$ cat config.mk
export PLATFORM = sky130hd
export DESIGN_NAME = fp_rename_table
export DESIGN_NICKNAME = d
export VERILOG_FILES = /design/src/rtl/rrst_pkg.sv /design/src/rtl/rrst_entry.sv /design/src/rtl/rrst_src_sel.sv /design/src/rtl/fp_rename_table.sv
export SDC_FILE = /design/constraint.sdc
export NUM_CORES = 1
export LEC_CHECK = 0
export BUFFER_PORTS_ARGS = -buffer_cell sky130_fd_sc_hd__buf_2
export CAP_MARGIN = 15
export CORE_AREA = 2 2 227 229
export CTS_BUF_LIST = sky130_fd_sc_hd__clkbuf_8
export DETAILED_ROUTE_END_ITERATION = 6
export DIE_AREA = 0 0 229 231
export MAX_ROUTING_LAYER = met4
export SLEW_MARGIN = 20
export SYNTH_ARGS = -nofsm -noshare
export SYNTH_HDL_FRONTEND = slang
export SYNTH_HIERARCHICAL = 1
export SYNTH_SLANG_ARGS = --single-unit
$ cat constraint.sdc
create_clock -name clk -period 5.2 [get_ports clk]
set_clock_uncertainty 0.1 [all_clocks]
set_input_delay 1.04 -clock clk [delete_from_list [all_inputs] [get_ports clk]]
set_output_delay 1.04 -clock clk [all_outputs]
set_load 0.005 [all_outputs]
$ cat src/rtl/rrst_pkg.sv
package rrst_pkg;

   // Outcome of one source lookup
   typedef enum logic [1:0] {
      SRC_READY   = 2'd0,
      SRC_BYPASS  = 2'd1,
      SRC_WAITING = 2'd2,
      SRC_NONE    = 2'd3
   } src_kind_e;

   // Tag value that marks a register as having no pending writer
   function automatic logic tag_is_blank(input logic [15:0] tag);
      return tag == 16'd0;
   endfunction

endpackage

$ cat src/rtl/rrst_entry.sv
module rrst_entry #(
   parameter int DATA_W = 64,
   parameter int TAG_W  = 4,
   parameter int IDX_W  = 2,
   parameter int INDEX  = 0
) (
   input  logic              clk,
   input  logic              rst_n,
   input  logic              iss_wr,
   input  logic [IDX_W-1:0]  iss_dst,
   input  logic [TAG_W-1:0]  iss_tag,
   input  logic              bc_valid,
   input  logic [TAG_W-1:0]  bc_tag,
   input  logic [DATA_W-1:0] bc_data,
   output logic [DATA_W-1:0] value_o,
   output logic [TAG_W-1:0]  status_o
);

   logic [DATA_W-1:0] value_q;
   logic [TAG_W-1:0]  status_q;
   logic              iss_hit;
   logic              bc_match;

   assign iss_hit  = iss_wr && (iss_dst == IDX_W'(INDEX));
   assign bc_match = bc_valid && (status_q != '0) && (status_q == bc_tag);

   always_ff @(posedge clk or negedge rst_n) begin
      if (!rst_n) begin
         value_q  <= '0;
         status_q <= '0;
      end else begin
         if (bc_match)
            value_q <= bc_data;
         if (iss_hit)
            status_q <= iss_tag;
         else if (bc_match)
            status_q <= '0;
      end
   end

   assign value_o  = value_q;
   assign status_o = status_q;


   iss_sets_tag_chk: assert property (@(posedge clk) disable iff (!rst_n)
      iss_hit |=> status_q == $past(iss_tag));


   bcast_clear_chk: assert property (@(posedge clk) disable iff (!rst_n)
      (bc_match && !iss_hit) |=> (status_q == '0) && (value_q == $past(bc_data)));


   iss_over_bcast_chk: assert property (@(posedge clk) disable iff (!rst_n)
      (bc_match && iss_hit) |=> (value_q == $past(bc_data)) && (status_q != '0));


   hold_chk: assert property (@(posedge clk) disable iff (!rst_n)
      (!bc_match && !iss_hit) |=> $stable(status_q) && $stable(value_q));

endmodule

$ cat src/rtl/rrst_src_sel.sv
module rrst_src_sel
   import rrst_pkg::*;
#(
   parameter int NUM_REGS   = 4,
   parameter int DATA_W     = 64,
   parameter int TAG_W      = 4,
   parameter int IDX_W      = 2,
   parameter bit FWD_BYPASS = 1'b1
) (
   input  logic [IDX_W-1:0]  sel,
   input  logic [DATA_W-1:0] reg_val [NUM_REGS],
   input  logic [TAG_W-1:0]  reg_tag [NUM_REGS],
   input  logic              bc_valid,
   input  logic [TAG_W-1:0]  bc_tag,
   input  logic [DATA_W-1:0] bc_data,
   output logic [DATA_W-1:0] val_o,
   output logic [TAG_W-1:0]  tag_o
);

   logic [DATA_W-1:0] pick_val;
   logic [TAG_W-1:0]  pick_tag;
   logic              in_range;
   logic              fwd_hit;
   src_kind_e         kind;

   always_comb begin
      pick_val = '0;
      pick_tag = '0;
      in_range = 1'b0;
      for (int r = 0; r < NUM_REGS; r++) begin
         if (sel == IDX_W'(r)) begin
            pick_val = reg_val[r];
            pick_tag = reg_tag[r];
            in_range = 1'b1;
         end
      end
   end

   generate
      if (FWD_BYPASS) begin : g_bypass
         assign fwd_hit = bc_valid && (pick_tag != '0) && (pick_tag == bc_tag);
      end else begin : g_no_bypass
         assign fwd_hit = 1'b0;
      end
   endgenerate

   always_comb begin
      if (!in_range)
         kind = SRC_NONE;
      else if (tag_is_blank(16'(pick_tag)))
         kind = SRC_READY;
      else if (fwd_hit)
         kind = SRC_BYPASS;
      else
         kind = SRC_WAITING;
   end

   always_comb begin
      unique case (kind)
         SRC_READY:   begin val_o = pick_val; tag_o = '0;       end
         SRC_BYPASS:  begin val_o = bc_data;  tag_o = '0;       end
         SRC_WAITING: begin val_o = '0;       tag_o = pick_tag; end
         default:     begin val_o = '0;       tag_o = '0;       end
      endcase
   end

endmodule

$ cat src/rtl/fp_rename_table.sv
module fp_rename_table #(
   parameter int NUM_REGS   = 4,
   parameter int DATA_W     = 64,
   parameter int TAG_W      = 4,
   parameter int NUM_SRC    = 2,
   parameter bit FWD_BYPASS = 1'b1,
   localparam int IDX_W     = (NUM_REGS > 1) ? $clog2(NUM_REGS) : 1
) (
   input  logic                      clk,
   input  logic                      rst_n,
   input  logic                      iss_valid_i,
   input  logic                      iss_dst_en_i,
   input  logic [IDX_W-1:0]          iss_dst_i,
   input  logic [TAG_W-1:0]          iss_tag_i,
   input  logic [NUM_SRC*IDX_W-1:0]  src_idx_i,
   output logic [NUM_SRC*DATA_W-1:0] src_val_o,
   output logic [NUM_SRC*TAG_W-1:0]  src_tag_o,
   input  logic                      bcast_valid_i,
   input  logic [TAG_W-1:0]          bcast_tag_i,
   input  logic [DATA_W-1:0]         bcast_data_i
);

   generate
      if (NUM_REGS < 1 || NUM_REGS > 256) begin : g_bad_regs
         $error("fp_rename_table: NUM_REGS out of range");
      end
      if (TAG_W < 1 || TAG_W > 16) begin : g_bad_tag
         $error("fp_rename_table: TAG_W must be 1..16");
      end
      if (DATA_W < 1) begin : g_bad_data
         $error("fp_rename_table: DATA_W must be positive");
      end
      if (NUM_SRC < 1 || NUM_SRC > 4) begin : g_bad_src
         $error("fp_rename_table: NUM_SRC must be 1..4");
      end
   endgenerate

   logic              iss_wr;
   logic [DATA_W-1:0] reg_val [NUM_REGS];
   logic [TAG_W-1:0]  reg_tag [NUM_REGS];

   assign iss_wr = iss_valid_i && iss_dst_en_i;

   generate
      for (genvar r = 0; r < NUM_REGS; r++) begin : g_entry
         rrst_entry #(
            .DATA_W (DATA_W),
            .TAG_W  (TAG_W),
            .IDX_W  (IDX_W),
            .INDEX  (r)
         ) u_entry (
            .clk      (clk),
            .rst_n    (rst_n),
            .iss_wr   (iss_wr),
            .iss_dst  (iss_dst_i),
            .iss_tag  (iss_tag_i),
            .bc_valid (bcast_valid_i),
            .bc_tag   (bcast_tag_i),
            .bc_data  (bcast_data_i),
            .value_o  (reg_val[r]),
            .status_o (reg_tag[r])
         );
      end

      for (genvar s = 0; s < NUM_SRC; s++) begin : g_src
         logic [IDX_W-1:0]  sel;
         logic [DATA_W-1:0] val;
         logic [TAG_W-1:0]  tag;
         logic [TAG_W-1:0]  seen_tag;

         assign sel = src_idx_i[s*IDX_W +: IDX_W];

         rrst_src_sel #(
            .NUM_REGS   (NUM_REGS),
            .DATA_W     (DATA_W),
            .TAG_W      (TAG_W),
            .IDX_W      (IDX_W),
            .FWD_BYPASS (FWD_BYPASS)
         ) u_sel (
            .sel      (sel),
            .reg_val  (reg_val),
            .reg_tag  (reg_tag),
            .bc_valid (bcast_valid_i),
            .bc_tag   (bcast_tag_i),
            .bc_data  (bcast_data_i),
            .val_o    (val),
            .tag_o    (tag)
         );

         assign src_val_o[s*DATA_W +: DATA_W] = val;
         assign src_tag_o[s*TAG_W +: TAG_W]   = tag;

         always_comb begin
            seen_tag = '0;
            for (int r = 0; r < NUM_REGS; r++)
               if (sel == IDX_W'(r)) seen_tag = reg_tag[r];
         end


         pend_zero_val_chk: assert property (@(posedge clk) disable iff (!rst_n)
            (tag != '0) |-> (val == '0) && (tag == seen_tag));

         if (FWD_BYPASS) begin : g_fwd_chk

            bypass_ready_chk: assert property (@(posedge clk) disable iff (!rst_n)
               (bcast_valid_i && seen_tag != '0 && seen_tag == bcast_tag_i)
               |-> (tag == '0) && (val == bcast_data_i));
         end
      end
   endgenerate


   iss_tag_nonzero_chk: assert property (@(posedge clk) disable iff (!rst_n)
      iss_wr |-> (iss_tag_i != '0));

endmodule

==> flow_metrics.env, run 1 <==
export IMPL_status="completed"
export IMPL_max_cap_violations=0
export IMPL_ios=219
export IMPL_fin_crit_ns=4.62
export IMPL_power_density_nw_per_um2=538
export IMPL_layout_common_cells="dfrtp_1 (272), buf_2 (213), mux2_2 (150)"
export IMPL_max_slew_worst_pin_slew_ns=0.934
export IMPL_syn2layout_area_growth_pct=16.5
export IMPL_multiInputGateArea_sq_um=8590
export IMPL_seq_area_sq_um=6810
export IMPL_tritoncts="built"
export IMPL_syn_nets=1111
export IMPL_cts_path_max_buffers=3
export IMPL_slew_violations=0
export IMPL_avgSynthCellArea_sq_um=15.5
export IMPL_relSlewSlack_pct=37.6
export IMPL_cp_data_arrival_time_ns=3.48
export IMPL_yosysWarnings=6
export IMPL_end_kind="primary output"
export IMPL_grt_pass1_wl_mm=70.0
export IMPL_setup_worst_path_class="in -> out"
export IMPL_clk_insertion_delay_late_ns=0.60
export IMPL_rsz0062_at_grt="false"
export IMPL_dp_hpwl_mm=26.1
export IMPL_fin_crit_sh_pct=88.8
export IMPL_synth_edf_count=0
export IMPL_final_common_cell="dfrtp_1"
export IMPL_path_depth=7
export IMPL_cp_cell_sequence="buf_4 > mux4_2 > xor2_1 > nor2_4 > buf_12 > a32o_1 > buf_2"
export IMPL_placementRows=83
export IMPL_worst_path_max_fanout=40
export IMPL_pwr_share_comb_pct=41.4
export IMPL_gp_congestion=0.804
export IMPL_netlist_area_sq_um=16000
export IMPL_switchingPower_mw=3.36
export IMPL_die_w_um=229
export IMPL_p_int_mw=6.65
export IMPL_p_sw_share_pct=33.6
export IMPL_globalRouteTotalUtil_pct=17.4
export IMPL_ys_flop_type="dfrtp_1"
export IMPL_stdcell_area_sq_um=18600
export IMPL_power_leakage_nw=7.99
export IMPL_grt_overflow=0
export IMPL_numCtsBuffers=50
export IMPL_place_area_sq_um=17600
export IMPL_async_flop_share_pct=100
export IMPL_synth_seq_cells=272
export IMPL_ctsHoldBuffers=0
export IMPL_firstDrtPassIters=5
export IMPL_synth_cell_types=32
export IMPL_die_area_sq_um=52900
export IMPL_syn_inst=1028
export IMPL_core_sq_um=50700
export IMPL_crit_required_ns=4.06
export IMPL_fin_nets=1306
export IMPL_fp_dieH_um=231
export IMPL_pwr_share_clk_pct=20.4
export IMPL_grt_pass1_vias=11600
export IMPL_fin_tns_setup_ns=0
export IMPL_cts_root_buf="clkbuf_8"
export IMPL_ctsResizeCount=0
export IMPL_r2r_cells=5
export IMPL_post_cts_buffers=0
export IMPL_cp_slowest_stage_delay_ns=0.72
export IMPL_cp_top_family="simple AND/OR/NAND/NOR gates"
export IMPL_clk_pin_slew_ns=0.06
export IMPL_cpMaxStageDelayCell="nor2_4"
export IMPL_hold_viol=0
export IMPL_wirelength_mm=44.5
export IMPL_via_count=10900
export IMPL_max_freq_mhz=217
export IMPL_detail_route_vias_per_cell=5.63
export IMPL_drt_iter0_drc=688
export IMPL_antenna_left=0
export IMPL_yosysSeqAreaShare_pct=42.6
export IMPL_drc_errors=0
export IMPL_peakVddDrop_v=0.000280
export IMPL_grt_max_degree=133
export IMPL_initial_core_util_pct=31.5
export IMPL_cts_max_level=2
export IMPL_fillCellCount=4953
export IMPL_p_seq_share_pct=38.1
export IMPL_drive_above_1_share_pct=57.3
export IMPL_portBuffers=218
export IMPL_cts_num_sinks=272
export IMPL_setup_viol=0
export IMPL_hp_class="in -> async"
export IMPL_crit_buf_inv=3
export IMPL_antenna_found_initial=2
export IMPL_critical_path_startpoint_type="primary input"
export IMPL_wire_per_inst_um=23.0
## cell usage after synthesis, types with 6 or more instances
library cell | instances | area [sq um]
dfrtp_1 | 272 | 6810
mux2_2 | 150 | 1690
mux4_2 | 136 | 3060
a32o_1 | 128 | 1280
mux2_4 | 108 | 1620
clkbuf_1 | 36 | 135
buf_2 | 30 | 150
nand2_1 | 29 | 109
buf_6 | 22 | 248
o21ai_0 | 16 | 80.1
xor2_1 | 12 | 105
a21boi_1 | 8 | 60.1
buf_1 | 8 | 30.0
nand3_1 | 7 | 35.0
inv_1 | 6 | 22.5
mux2i_1 | 6 | 60.1
nor4_4 | 6 | 128
xnor2_1 | 6 | 52.6
## path summary, 6_finish.rpt
kind	start	to	slack, ns
hold / removal	rst_n	g_entry[2].u_entry/status_o[2]$_DFFE_PN0P_	0.20
setup reg to reg	g_entry[1].u_entry/status_o[1]$_DFFE_PN0P_	g_entry[1].u_entry/value_o[19]$_DFFE_PN0P_	2.60
min in group clk	g_entry[2].u_entry/value_o[16]$_DFFE_PN0P_	g_entry[2].u_entry/value_o[16]$_DFFE_PN0P_	0.42
hold reg to reg	g_entry[2].u_entry/value_o[16]$_DFFE_PN0P_	g_entry[2].u_entry/value_o[16]$_DFFE_PN0P_	0.42
max in group asynchronous	rst_n	g_entry[2].u_entry/value_o[24]$_DFFE_PN0P_	3.70
setup / recovery	src_idx_i[0]	src_val_o[17]	0.58
## power by group through the flow
stage                     sequential [mW]  clock [mW]  combinational (mW)
after global placement               3.74           0                4.08
after floorplan                      3.58           0                3.05
after global routing                 3.96        2.22                4.43
after CTS                            3.80        2.12                4.17
final                                3.82        2.05                4.15
after detailed placement             3.83           0                4.14
## cells by family after synthesis
logic type,share of synthesized area (%)
mux,40.3
flops,42.6
compound gates,9.55
buf+inv,3.85
simple gates,2.78
xor+xnor,0.986
## routing by layer
metal  routed length (um)  vias to the layer above  GRT usage [%]
li1                     -                     4572              -
met3                 2720                       82           3.05
met1                19400                     5858           22.6
met5                    0                        -              -
met4                 1070                        0           6.11
met2                21300                      389           27.6
## registers in the layout (all words and copies together), names as in the netlist
| register | flops |
|---|---|
| g_entry.u_entry/status_o | 16 |
| g_entry.u_entry/value_o | 256 |
## cell type report
class                      count  share of cell area [%]
clock buffer                  59                    4.36
timing repair buffer         243                    7.38
multi-input combinational    650                    46.2
clock inverter                24                   0.820
antenna                        2                  0.0269
inverter                       6                   0.121
sequential                   272                    36.6
tap                          680                    4.57
## metrics by stage
step | hold slack, ns | std cells | power [mW] | util [%] | setup slack, ns
detailed placement | 0.412 | 1851 | 7.97 | 34.8 | 0.578
global placement | 0.401 | 1851 | 7.82 | 34.8 | 0.609
floorplan | 0.392 | 1028 | 6.63 | - | 1.30
finish | 0.204 | 1936 | 10.0 | 36.7 | 0.581
CTS | 0.148 | 1934 | 10.1 | 36.7 | 0.570
global route | 0.182 | 1936 | 10.6 | 36.7 | 0.527
Power figures use the tool's default switching activity.
==> inputs of run 2 (changes only) <==
--- a/config.mk
+++ b/config.mk
@@ -7,11 +7,14 @@
 export LEC_CHECK = 0
 export BUFFER_PORTS_ARGS = -buffer_cell sky130_fd_sc_hd__buf_2
 export CAP_MARGIN = 15
+export CELL_PAD_IN_SITES_DETAIL_PLACEMENT = 1
+export CELL_PAD_IN_SITES_GLOBAL_PLACEMENT = 1
 export CORE_AREA = 2 2 227 229
 export CTS_BUF_LIST = sky130_fd_sc_hd__clkbuf_8
 export DETAILED_ROUTE_END_ITERATION = 6
 export DIE_AREA = 0 0 229 231
 export MAX_ROUTING_LAYER = met4
+export PLACE_DENSITY_LB_ADDON = 0.1
 export SLEW_MARGIN = 20
 export SYNTH_ARGS = -nofsm -noshare
 export SYNTH_HDL_FRONTEND = slang
==> flow_metrics.env, run 2 (synthesis results as in run 1) <==
export IMPL_status="completed"
export IMPL_route_met2_wl_mm=25.1
export IMPL_dp_hpwl_mm=31.1
export IMPL_cts_max_level=2
export IMPL_dp_slack_ns=0.560
export IMPL_worst_slack_ns=0.571
export IMPL_core_sq_um=50700
export IMPL_ctsResizeCount=0
export IMPL_p_seq_share_pct=37.1
export IMPL_crit_end="src_val_o[100]"
export IMPL_die_area_sq_um=52900
export IMPL_max_slew_worst_pin_slew_ns=0.902
export IMPL_numCtsBuffers=53
export IMPL_largest_reg_flops=256
export IMPL_grt_max_degree=106
export IMPL_antenna_left=0
export IMPL_cts_path_max_buffers=3
export IMPL_setup_worst_path_class="in -> out"
export IMPL_holdWs_ns=0.285
export IMPL_worst_r2r_setup_slack_ns=2.72
export IMPL_p_int_mw=6.82
export IMPL_final_core_util_pct=37.2
export IMPL_pwr_share_clk_pct=21.3
export IMPL_portBuffers=218
export IMPL_path_depth=7
export IMPL_cts_num_sinks=272
export IMPL_placementRows=83
export IMPL_r2r_start="g_entry[3].u_entry/status_o[1]$_DFFE_PN0P_"
export IMPL_crit_required_ns=4.06
export IMPL_rsz0062_at_grt="false"
export IMPL_hp_class="in -> async"
export IMPL_drt_iter0_drc=605
export IMPL_wire_per_inst_um=25.9
export IMPL_cpMaxStageDelayCell="mux4_2"
export IMPL_cp_top_family="buffers and inverters"
export IMPL_multiInputGateArea_sq_um=8590
export IMPL_worst_r2r_endpoint="g_entry[3].u_entry/value_o[19]$_DFFE_PN0P_"
export IMPL_stdcell_count=1960
export IMPL_fin_nets=1318
export IMPL_gp_congestion=0.718
export IMPL_drive_above_1_share_pct=57.4
export IMPL_tritoncts="built"
export IMPL_cp_cell_sequence="buf_4 > mux4_2 > xor2_1 > a211oi_4 > buf_4 > a32o_1 > buf_2"
export IMPL_place_area_sq_um=17800
export IMPL_fin_crit_sh_pct=89.0
export IMPL_pwr_share_comb_pct=41.5
export IMPL_ios=219
export IMPL_slew_violations=0
export IMPL_fp_dieH_um=231
export IMPL_hold_viol=0
export IMPL_met1Wirelength_mm=23.0
export IMPL_syn2layout_area_growth_pct=18.0
export IMPL_seq_area_sq_um=6810
export IMPL_switchingPower_mw=3.50
export IMPL_detail_route_vias_per_cell=5.55
export IMPL_crit_buf_inv=3
export IMPL_firstDrtPassIters=5
export IMPL_final_common_cell="dfrtp_1"
export IMPL_post_cts_buffers=0
export IMPL_cp_slowest_stage_delay_ns=0.65
export IMPL_grt_overflow=0
export IMPL_die_w_um=229
export IMPL_antenna_found_initial=1
export IMPL_end_kind="primary output"
export IMPL_drc_errors=0
export IMPL_placedCellCount=1860
export IMPL_clk_insertion_delay_late_ns=0.62
export IMPL_p_sw_share_pct=33.9
export IMPL_relSlewSlack_pct=39.8
export IMPL_grt_pass1_wl_mm=78.8
export IMPL_stdcell_area_sq_um=18900
export IMPL_initial_core_util_pct=31.5
export IMPL_globalRouteTotalUtil_pct=20.1
export IMPL_ctsHoldBuffers=0
export IMPL_max_cap_violations=0
export IMPL_via_count=10900
export IMPL_layout_common_cells="dfrtp_1 (272), buf_2 (213), mux2_2 (150)"
export IMPL_cp_data_arrival_time_ns=3.49
export IMPL_finalPower_mw=10.3
export IMPL_worst_path_max_fanout=29
export IMPL_crit_top_cell="buf_4"
export IMPL_cts_root_buf="clkbuf_8"
export IMPL_peakVddDrop_v=0.000247
export IMPL_wl_met3_mm=1.90
export IMPL_power_leakage_nw=8.15
export IMPL_clk_pin_slew_ns=0.06
export IMPL_highest_layer="met4"
export IMPL_setup_viol=0
export IMPL_wirelength_mm=50.8
export IMPL_fillCellCount=5310
export IMPL_grt_pass1_vias=12100
export IMPL_fin_tns_setup_ns=0
export IMPL_r2r_cells=5
export IMPL_fin_crit_ns=4.63
export IMPL_critical_path_startpoint_type="primary input"
export IMPL_power_density_nw_per_um2=548
export IMPL_max_freq_mhz=216
export IMPL_critPathLaunch="src_idx_i[2]"
-- run 2: worst reg2reg max path, cell delays in order (launching register included) --
cell,delay [ns]
dfrtp_1,0.43
xnor2_1,0.20
nand3_1,0.16
nor4_4,0.37
buf_4,0.66
mux2_2,0.45
-- run 2: worst min path at each step --
stage | to | slack [ns] | cells past startpoint
global route | g_entry[1].u_entry/value_o[43]$_DFFE_PN0P_ | 0.31 | 1
CTS | g_entry[1].u_entry/value_o[43]$_DFFE_PN0P_ | 0.29 | 1
floorplan | g_entry[2].u_entry/value_o[55]$_DFFE_PN0P_ | 0.39 | 1
global placement | g_entry[2].u_entry/value_o[55]$_DFFE_PN0P_ | 0.40 | 1
finish | g_entry[1].u_entry/value_o[43]$_DFFE_PN0P_ | 0.28 | 1
detailed placement | g_entry[0].u_entry/value_o[33]$_DFFE_PN0P_ | 0.41 | 1
-- run 2: cell type report --
class | count | share of cell area, %
well taps | 680 | 4.51
clock inverters | 28 | 0.730
diodes | 2 | 0.0265
repair buffers | 252 | 7.86
multi-input cells | 650 | 45.6
clock buffers | 70 | 5.11
flip-flops and latches | 272 | 36.1
inverters | 6 | 0.119
-- run 2: routing by layer --
metal	global-route usage, %	vias to the layer above
met4	4.81	0
met3	2.80	55
met2	32.6	268
li1	-	4608
met1	26.6	5942
met5	-	-
-- run 2: power groups by stage --
stage                     Clock (mW)  Combinational [mW]  Sequential [mW]
after global routing            2.39                4.62             3.99
after floorplan                    0                3.05             3.58
after CTS                       2.30                4.34             3.83
after global placement             0                4.27             3.80
final                           2.20                4.29             3.84
after detailed placement           0                4.32             3.84
==> inputs of run 3 (changes only) <==
--- a/config.mk
+++ b/config.mk
@@ -15,7 +15,6 @@
 export DIE_AREA = 0 0 229 231
 export MAX_ROUTING_LAYER = met4
 export PLACE_DENSITY_LB_ADDON = 0.1
-export SLEW_MARGIN = 20
 export SYNTH_ARGS = -nofsm -noshare
 export SYNTH_HDL_FRONTEND = slang
 export SYNTH_HIERARCHICAL = 1
==> constraint.sdc (replaced) <==
create_clock -name clk -period 5.2 [get_ports clk]
set_clock_uncertainty 0.1 [all_clocks]
set_input_delay 0.26 -clock clk [delete_from_list [all_inputs] [get_ports clk]]
set_output_delay 0.26 -clock clk [all_outputs]
set_load 0.005 [all_outputs]
==> flow_metrics.env, run 3 (synthesis results as in run 1) <==
export IMPL_dp_slack_ns=1.69
export IMPL_max_cap_violations=0
export IMPL_antenna_left=0
export IMPL_layout_common_cells="dfrtp_1 (272), buf_2 (213), mux2_2 (150)"
export IMPL_cts_root_buf="clkbuf_8"
export IMPL_post_cts_buffers=0
export IMPL_seq_area_sq_um=6810
export IMPL_r2r_cells=6
export IMPL_globalRouteTotalUtil_pct=20.3
export IMPL_dp_hpwl_mm=30.2
export IMPL_die_w_um=229
export IMPL_multiInputGateArea_sq_um=8590
export IMPL_ctsHoldBuffers=72
export IMPL_setup_worst_path_class="reg -> out"
export IMPL_power_density_nw_per_um2=532
export IMPL_hp_class="in -> async"
export IMPL_rsz0062_at_grt="false"
export IMPL_drt_iter0_drc=628
export IMPL_gp_congestion=0.725
export IMPL_tritoncts="built"
export IMPL_placementRows=83
export IMPL_crit_required_ns=4.84
export IMPL_portBuffers=218
export IMPL_setup_viol=0
export IMPL_clk_insertion_delay_late_ns=0.62
export IMPL_via_count=11100
export IMPL_fillCellCount=5289
export IMPL_core_sq_um=50700
export IMPL_detail_route_vias_per_cell=5.47
export IMPL_ctsResizeCount=0
export IMPL_status="completed"
export IMPL_cts_path_max_buffers=3
export IMPL_worst_r2r_endpoint="g_entry[3].u_entry/status_o[1]$_DFFE_PN0P_"
export IMPL_largest_reg_flops=256
export IMPL_max_slew_worst_pin_slew_ns=0.937
export IMPL_grt_pass1_vias=12500
export IMPL_final_common_cell="dfrtp_1"
export IMPL_power_leakage_nw=8.39
export IMPL_critPathLaunch="g_entry[0].u_entry/status_o[1]$_DFFE_PN0P_"
export IMPL_critical_path_startpoint_type="flop"
export IMPL_ios=219
export IMPL_relSlewSlack_pct=37.3
export IMPL_end_kind="primary output"
export IMPL_fp_dieH_um=231
export IMPL_finalPower_mw=10.4
export IMPL_cp_data_arrival_time_ns=3.34
export IMPL_final_core_util_pct=38.5
export IMPL_fin_crit_sh_pct=71.1
export IMPL_max_freq_mhz=270
export IMPL_grt_max_degree=118
export IMPL_firstDrtPassIters=5
export IMPL_antenna_found_initial=4
export IMPL_numCtsBuffers=53
export IMPL_r2r_start="g_entry[3].u_entry/status_o[1]$_DFFE_PN0P_"
export IMPL_drive_above_1_share_pct=55.1
export IMPL_slew_violations=0
export IMPL_wire_per_inst_um=25.4
export IMPL_fin_crit_ns=3.70
export IMPL_fin_tns_setup_ns=0
export IMPL_initial_core_util_pct=31.5
export IMPL_grt_overflow=0
export IMPL_cts_num_sinks=272
export IMPL_hold_viol=0
export IMPL_syn2layout_area_growth_pct=22.0
export IMPL_grt_pass1_wl_mm=79.7
export IMPL_worst_path_max_fanout=54
export IMPL_peakVddDrop_v=0.000352
export IMPL_stdcell_count=2028
export IMPL_placedCellCount=1855
export IMPL_die_area_sq_um=52900
export IMPL_fin_nets=1385
export IMPL_clk_pin_slew_ns=0.06
export IMPL_worst_slack_ns=1.50
export IMPL_drc_errors=0
export IMPL_wirelength_mm=51.5
export IMPL_worst_r2r_setup_slack_ns=2.51
export IMPL_cts_max_level=2
[run 3: worst max path at each step]
stage,to
2_1_floorplan,src_val_o[10]
3_3_place_gp,src_val_o[47]
3_5_place_dp,src_val_o[41]
4_1_cts,src_val_o[1]
5_1_grt,src_val_o[7]
6_report,src_val_o[100]
[run 3: area by class of cell]
type	count	area share [%]
antenna	4	0.0513
inverter	6	0.115
clock buffer	68	4.80
multi-input combinational	650	44.0
timing repair buffer	319	10.8
tap	680	4.36
clock inverter	29	0.975
sequential	272	34.9
[run 3: routing by layer]
metal	GRT usage [%]	wire length [um]	vias up
met1	26.0	23200	6028
met5	-	0	-
li1	-	-	4750
met3	3.27	1860	61
met2	33.5	25600	257
met4	5.01	830	0
[run 3: worst max-delay path: stages, from the launching register on]
cell and delay (ns):
dfrtp_1 0.46, mux4_2 0.57, xor2_1 0.21, a211oi_4 0.24, buf_4 0.71, a32o_1 0.36, buf_2 0.14
[run 3: power by group]
group	switching, mW	total, mW	leakage [nW]	internal (mW)
Sequential	0.737	3.82	3.40	3.08
Combinational	1.80	4.29	4.35	2.49
Clock	0.998	2.27	0.643	1.28
[run 3: metrics by stage]
step                hold WS [ns]  cell area [sq um]
floorplan                 -0.136              16000
global placement           0.204              17700
detailed placement         0.203              17700
CTS                       0.0776              19500
global route               0.119              19500
finish                    0.0848              19500
